--- src/rtl/inwin_pkg.sv ---
package inwin_pkg;
  typedef enum logic [1:0] {
    SEL_NONE,
    SEL_LIMIT,
    SEL_BASE,
    SEL_XLAT
  } rdSel_e;

  typedef struct packed {
    logic wrLimit;
    logic wrBase;
    logic wrXlat;
    logic look;
  } strobes_t;
endpackage

--- src/rtl/inwin_ctrl.sv ---
module inwin_ctrl
  import inwin_pkg::*;
#(
  parameter int OFF_W = 8,
  parameter logic [OFF_W-1:0] LIMIT_OFF = 8'h58,
  parameter logic [OFF_W-1:0] BASE_OFF  = 8'h18,
  parameter logic [OFF_W-1:0] XLAT_OFF  = 8'h5C
) (
  input  logic [OFF_W-1:0] regOffset,
  input  logic             regWrEn,
  input  logic             addrValid,
  output strobes_t         strobes,
  output rdSel_e           rdSel
);
  always_comb begin
    rdSel = SEL_NONE;
    if (regOffset == LIMIT_OFF)      rdSel = SEL_LIMIT;
    else if (regOffset == BASE_OFF)  rdSel = SEL_BASE;
    else if (regOffset == XLAT_OFF)  rdSel = SEL_XLAT;
  end

  always_comb begin
    strobes.wrLimit = regWrEn && (rdSel == SEL_LIMIT);
    strobes.wrBase  = regWrEn && (rdSel == SEL_BASE);
    strobes.wrXlat  = regWrEn && (rdSel == SEL_XLAT);
    strobes.look    = addrValid;
  end
endmodule

--- src/rtl/inwin_datapath.sv ---
module inwin_datapath
  import inwin_pkg::*;
#(
  parameter int ADDR_W = 32,
  parameter int PAGE_W = 12,
  localparam int UP_W  = ADDR_W - PAGE_W
) (
  input  logic              clk,
  input  logic              rstN,
  input  strobes_t          strobes,
  input  rdSel_e            rdSel,
  input  logic [ADDR_W-1:0] wrData,
  input  logic [ADDR_W-1:0] addrIn,
  output logic [ADDR_W-1:0] rdData,
  output logic              hitOut,
  output logic [ADDR_W-1:0] xlatAddr,
  output logic [UP_W-1:0]   limitHi,
  output logic [UP_W-1:0]   baseHi,
  output logic              claimOff
);
  logic [UP_W-1:0]   xlatHi;
  logic [UP_W-1:0]   addrHi;
  logic              matchHi;
  logic              hitNext;
  logic [ADDR_W-1:0] xlatNext;
  logic              unusedLowBits;

  assign addrHi        = addrIn[ADDR_W-1:PAGE_W];
  assign unusedLowBits = ^wrData[PAGE_W-1:1];

  // Configuration registers
  always_ff @(posedge clk) begin
    if (!rstN) begin
      limitHi  <= '0;
      claimOff <= 1'b0;
      baseHi   <= '0;
      xlatHi   <= '0;
    end else begin
      if (strobes.wrLimit) begin
        limitHi  <= wrData[ADDR_W-1:PAGE_W];
        claimOff <= wrData[0];
      end
      if (strobes.wrBase) begin
        baseHi <= wrData[ADDR_W-1:PAGE_W] & limitHi;
      end
      if (strobes.wrXlat) begin
        xlatHi <= wrData[ADDR_W-1:PAGE_W];
      end
    end
  end

  // Window compare and translation
  always_comb begin
    matchHi  = ((addrHi ^ baseHi) & limitHi) == '0;
    hitNext  = strobes.look && !claimOff && (|limitHi) && matchHi;
    xlatNext = {(xlatHi & limitHi) | (addrHi & ~limitHi), addrIn[PAGE_W-1:0]};
  end

  always_ff @(posedge clk) begin
    if (!rstN) begin
      hitOut   <= 1'b0;
      xlatAddr <= '0;
    end else begin
      hitOut <= hitNext;
      if (strobes.look) xlatAddr <= xlatNext;
    end
  end

  // Read mux
  always_comb begin
    case (rdSel)
      SEL_LIMIT: rdData = {limitHi, {(PAGE_W-1){1'b0}}, claimOff};
      SEL_BASE:  rdData = {baseHi & limitHi, {PAGE_W{1'b0}}};
      SEL_XLAT:  rdData = {xlatHi, {PAGE_W{1'b0}}};
      default:   rdData = '0;
    endcase
  end
endmodule

--- src/rtl/inwin_translator.sv ---
module inwin_translator
  import inwin_pkg::*;
#(
  parameter int ADDR_W = 32,
  parameter int PAGE_W = 12,
  parameter int OFF_W  = 8,
  parameter logic [OFF_W-1:0] LIMIT_OFF = 8'h58,
  parameter logic [OFF_W-1:0] BASE_OFF  = 8'h18,
  parameter logic [OFF_W-1:0] XLAT_OFF  = 8'h5C,
  localparam int UP_W = ADDR_W - PAGE_W
) (
  input  logic              clk,
  input  logic              rstN,
  input  logic [OFF_W-1:0]  regOffset,
  input  logic [ADDR_W-1:0] regWrData,
  input  logic              regWrEn,
  output logic [ADDR_W-1:0] regRdData,
  input  logic              addrValid,
  input  logic [ADDR_W-1:0] addrIn,
  output logic              hitOut,
  output logic [ADDR_W-1:0] xlatAddr
);
  strobes_t        strobes;
  rdSel_e          rdSel;
  logic [UP_W-1:0] limitHi;
  logic [UP_W-1:0] baseHi;
  logic            claimOff;

  inwin_ctrl #(
    .OFF_W(OFF_W), .LIMIT_OFF(LIMIT_OFF), .BASE_OFF(BASE_OFF), .XLAT_OFF(XLAT_OFF)
  ) u_ctrl (
    .regOffset(regOffset),
    .regWrEn  (regWrEn),
    .addrValid(addrValid),
    .strobes  (strobes),
    .rdSel    (rdSel)
  );

  inwin_datapath #(.ADDR_W(ADDR_W), .PAGE_W(PAGE_W)) u_dp (
    .clk     (clk),
    .rstN    (rstN),
    .strobes (strobes),
    .rdSel   (rdSel),
    .wrData  (regWrData),
    .addrIn  (addrIn),
    .rdData  (regRdData),
    .hitOut  (hitOut),
    .xlatAddr(xlatAddr),
    .limitHi (limitHi),
    .baseHi  (baseHi),
    .claimOff(claimOff)
  );
endmodule

--- config.mk ---
export PLATFORM = sky130hd
export DESIGN_NAME = inwin_translator
export DESIGN_NICKNAME = d
export VERILOG_FILES = /design/src/rtl/inwin_pkg.sv /design/src/rtl/inwin_ctrl.sv /design/src/rtl/inwin_datapath.sv /design/src/rtl/inwin_translator.sv
export SDC_FILE = /design/constraint.sdc
export NUM_CORES = 1
export LEC_CHECK = 0
export BUFFER_PORTS_ARGS = -buffer_cell sky130_fd_sc_hd__buf_4
export CAP_MARGIN = 30
export CORE_ASPECT_RATIO = 0.8
export CORE_MARGIN = 4
export CORE_UTILIZATION = 40
export CTS_CLUSTER_DIAMETER = 30
export DETAILED_ROUTE_END_ITERATION = 10
export GPL_TIMING_DRIVEN = 0
export MAX_ROUTING_LAYER = met4
export PLACE_DENSITY = 0.63
export SLEW_MARGIN = 5
export SYNTH_ARGS = -nofsm -noshare
export SYNTH_HDL_FRONTEND = slang
export SYNTH_SLANG_ARGS = --single-unit
--- constraint.sdc ---
create_clock -name clk -period 4.6 [get_ports clk]
set_clock_uncertainty 0.1 [all_clocks]
set_input_delay 0.69 -clock clk [delete_from_list [all_inputs] [get_ports clk]]
set_output_delay 0.69 -clock clk [all_outputs]
set_load 0.03 [all_outputs]
==> impl_table.tex <==
\begin{tabular}{lr}
\hline
Metric & Value \\
\hline
\multicolumn{2}{l}{\textbf{Placement}} \\
Worst slack, placed & 1630 ps \\
Detailed Place HPWL & between 10 and 15 mm \\
Port Buffer Count & between 100 and 150 \\
Placer congestion estimate & 0.908 \\
\multicolumn{2}{l}{\textbf{Global routing}} \\
Via count of the first global-routing pass & between 3,000 and 4,000 \\
Wire length of the first global-routing pass & around 21 mm \\
Maximum number of pins on one net before global-route repair & 14 \\
All-layer global routing usage & 0.218 \\
Initial antenna violation count & 0 \\
Overflow after GRT & 0 \\
\multicolumn{2}{l}{\textbf{Yosys}} \\
Most instantiated flip-flop cell in the synthesis netlist & dfxtp\_1 \\
Yosys cell types & 33 \\
Part of the Yosys area used for sequential elements & 0.420 \\
Cell area after synthesis & $\sim$4500 um2 \\
Post-synthesis instance total & $\sim$500 \\
Synthesized flop and latch total & 94 \\
Proportion of register bits with asynchronous set or reset after synthesis & 0 \\
Number of flops mapped to enable cells by yosys & 0 \\
Mean instance size in the synthesized netlist & around 8.9 um2 \\
Syn. warnings & 0 \\
\multicolumn{2}{l}{\textbf{Floorplanning}} \\
Boundary Pins & about 140 \\
Die W & 126 um \\
Die Area & 13,000 um2 \\
Placeable core area & roughly 11,000 um2 \\
Initial Utilization & 0.411 \\
Site Rows & 34 \\
Chip Height & approximately 100 um \\
\multicolumn{2}{l}{\textbf{Clock network}} \\
H-tree Lvls & 3 \\
Setup repair bufs after CTS & 0 \\
Clock transition time at the flip-flop clock pins of the worst setup and hold paths & 60 ps \\
Post-cts hold buffer count & 0 \\
CTS tree & done \\
Post-cts resize count & 0 \\
Number of buffers created by CTS & 9 \\
Clock network latency to the later pin of the worst-skew pair & between 300 and 400 ps \\
CTS max path bufs & 2 \\
Clk Tree Root Cell & clkbuf\_16 \\
Number of clock sinks seen by CTS & 94 \\
\multicolumn{2}{l}{\textbf{Hold path}} \\
Hold path startpoint & u\_dp.baseHi[11] \\
Path type of the worst min-delay path & reg2reg \\
\multicolumn{2}{l}{\textbf{Pwr}} \\
Combinational cell fraction of total power & 0.135 \\
Portion of total power attributed to the clock network & 0.386 \\
Cell internal power dissipation & approximately 1300 uW \\
Leak pwr & 0.00242 uW \\
Switching share of power & 0.258 \\
Relative contribution of sequential cells to total power & 0.479 \\
Net Sw Power & 454 uW \\
Max rail drop VDD & approximately 0.18 mV \\
Total power divided by cell area & between 300 and 400 nW/um2 \\
\multicolumn{2}{l}{\textbf{Routing}} \\
Antenna-violating nets left & 0 \\
Average wire per standard cell & between 15 and 20 um \\
Residual DRC count & 0 \\
Average via count per standard cell & 5.25 \\
Initial drt markers & 419 \\
Drt total wl & 13.8 mm \\
Number of detailed-routing iterations run before antenna repair & 7 \\
Total number of vias & around 4,100 \\
\multicolumn{2}{l}{\textbf{Cells and area}} \\
Nets@finish & around 720 \\
Antenna fix cells & 0 \\
Number of fill cells & $\sim$1,000 \\
Share of layout cells above drive strength 1 & 0.235 \\
Area growth syn-to-layout & 30.2\% \\
\multicolumn{2}{l}{\textbf{Timing}} \\
Share of the clock period used by the worst path & 0.652 \\
Hold violation count in the final report & 0 \\
Slew margin rel. & 0.539 \\
Transition time of the tightest slew-check pin & 692 ps \\
Crit path time final & 3000 ps \\
Fin Setup TNS & 0 ps \\
Max Freq & 333 MHz \\
Count of final max-slew check failures & 0 \\
RSZ-0062 raised after global routing & no \\
Total setup violations reported at the end of the flow & 0 \\
Crit path setup slack, layout & about 1600 ps \\
\multicolumn{2}{l}{\textbf{Critical path}} \\
Crit Reg-Reg Startpoint & u\_dp.baseHi[19] \\
Kind of start point of the critical path & input port \\
Cell-by-cell listing of the critical path & buf\_4, nor4b\_2, nand3b\_1, clkbuf\_1, a21oi\_1, buf\_4 \\
Maximum fanout encountered on the critical timing path & 10 \\
Startpoint-to-endpoint class of the critical path & in2out \\
Crit path required time & about 3800 ps \\
Endpoint kind of the worst setup timing path & output pin \\
Worst setup path start & regOffset[1] \\
Cell occurring most often along the worst timing path & buf\_4 \\
CP Data Arrival Time & 2210 ps \\
Largest stage delay on the critical path & 390 ps \\
Standard cell with the maximum stage delay on the critical path & clkbuf\_1 \\
\multicolumn{2}{l}{\textbf{Run status}} \\
Run status & complete, no violations \\
\multicolumn{2}{l}{\textbf{Flow run}} \\
Count of max-cap constraint violations & 0 \\
\hline
\end{tabular}
-- per-layer routing --
layer | track usage | share of wire | vias to the layer above
met2 | 0.347 | 0.45 | 162
met5 | - | 0 | -
met3 | 0.0580 | 0.079 | 13
met1 | 0.279 | 0.46 | 1928
met4 | 0.0552 | 0.011 | 0
li1 | - | - | 2025
-- power groups by stage --
stage          registers [uW]  logic, uW  clock network, uW
2_1_floorplan             896       89.8                  0
3_3_place_gp              860        235                  0
3_5_place_dp              861        238                  0
4_1_cts                   843        239                693
5_1_grt                   845        255                718
6_report                  843        238                679
-- through the flow --
| step | area (um2) | hold WS [ps] | std cells | power [uW] | utilization |
|---|---|---|---|---|---|
| CTS | 5830 | 378 | 787 | 1770 | 0.535 |
| finish | 5830 | 377 | 787 | 1760 | 0.535 |
| detailed placement | 5570 | 368 | 773 | 1100 | 0.512 |
| global route | 5830 | 393 | 787 | 1820 | 0.535 |
| global placement | 5570 | 364 | 773 | 1100 | 0.512 |
| floorplan | 4510 | 340 | 512 | 986 | - |
-- final timing paths --
kind | to | slack (ps) | depth (start not counted)
max | regRdData[27] | 1600 | 6
min | u_dp.baseHi[11] | 380 | 2
max reg2reg | u_dp.hitOut | 2830 | 5
min reg2reg | u_dp.baseHi[11] | 380 | 2
-- layout make-up --
cell class,instances,area [um2],share of cell area
Multi-Input combinational cell,367,2370,0.406
Sequential cell,94,1880,0.323
Timing Repair Buffer,117,878,0.151
Buffer,48,255,0.0438
Clock buffer,12,246,0.0423
Tap cell,144,180,0.0309
Inverter,3,11.3,0.00193
Clock inverter,2,10.0,0.00172
-- synth_stat cells, types with 2 or more instances --
| cell type | number | area, um2 |
|---|---|---|
| nor2b_1 | 32 | 200 |
| nand3b_1 | 2 | 15.0 |
| inv_1 | 3 | 11.3 |
| a22oi_1 | 2 | 15.0 |
| a21boi_1 | 9 | 67.6 |
| dfxtp_1 | 94 | 1880 |
| o211a_1 | 20 | 200 |
| buf_2 | 6 | 30.0 |
| nand2_1 | 82 | 308 |
| or4_1 | 2 | 15.0 |
| xor2_1 | 20 | 175 |
| buf_4 | 12 | 90.1 |
| buf_6 | 3 | 33.8 |
| a22o_1 | 3 | 26.3 |
| o21ai_1 | 21 | 105 |
| mux2i_1 | 52 | 521 |
| nand3_1 | 42 | 210 |
| clkbuf_1 | 25 | 93.8 |
| o211ai_1 | 20 | 150 |
| a21oi_1 | 21 | 105 |
| a221oi_1 | 3 | 26.3 |
| buf_1 | 2 | 7.51 |
| nor4_1 | 6 | 37.5 |
| a21boi_0 | 11 | 82.6 |
-- critical path, delay by kind of cell --
family / cells / cell delay [ps]
simple gates: 2 / 560
buf+inv: 3 / 690
compound gates: 1 / 260
-- layout by cell type, fill, tap and decap left out, types with 2 or more instances in the layout --
cell type	instances
conb_1	11
a22oi_1	2
nor2b_1	32
buf_2	6
a22o_1	3
a21oi_1	21
a221oi_1	3
clkbuf_1	27
or4_1	2
nand2_1	82
o21ai_1	21
buf_4	129
o211a_1	20
nand3b_1	2
nand3_1	42
clkbuf_16	9
mux2i_1	52
a21boi_0	11
buf_6	3
dfxtp_1	94
inv_1	3
xor2_1	20
nor4_1	6
buf_1	2
a21boi_1	9
clkinv_2	2
o211ai_1	20
-- cells by family after synthesis --
logic type / after synthesis / synth area share
AND/OR/NAND/NOR: 172 / 0.186
AO/OA/AOI/OAI: 112 / 0.178
flip-flops: 94 / 0.420
multiplexers: 52 / 0.116
other: 1 / 0.000838
buffers and inverters: 51 / 0.0595
XOR/XNOR: 20 / 0.0391
-- sequential cells by signal (all words and copies together), names as in the netlist --
signal / count
u_dp.hitOut: 1
u_dp.limitHi: 20
u_dp.xlatHi: 20
u_dp.claimOff: 1
u_dp.baseHi: 20
u_dp.xlatAddr: 32
Power figures use the tool's default switching activity.
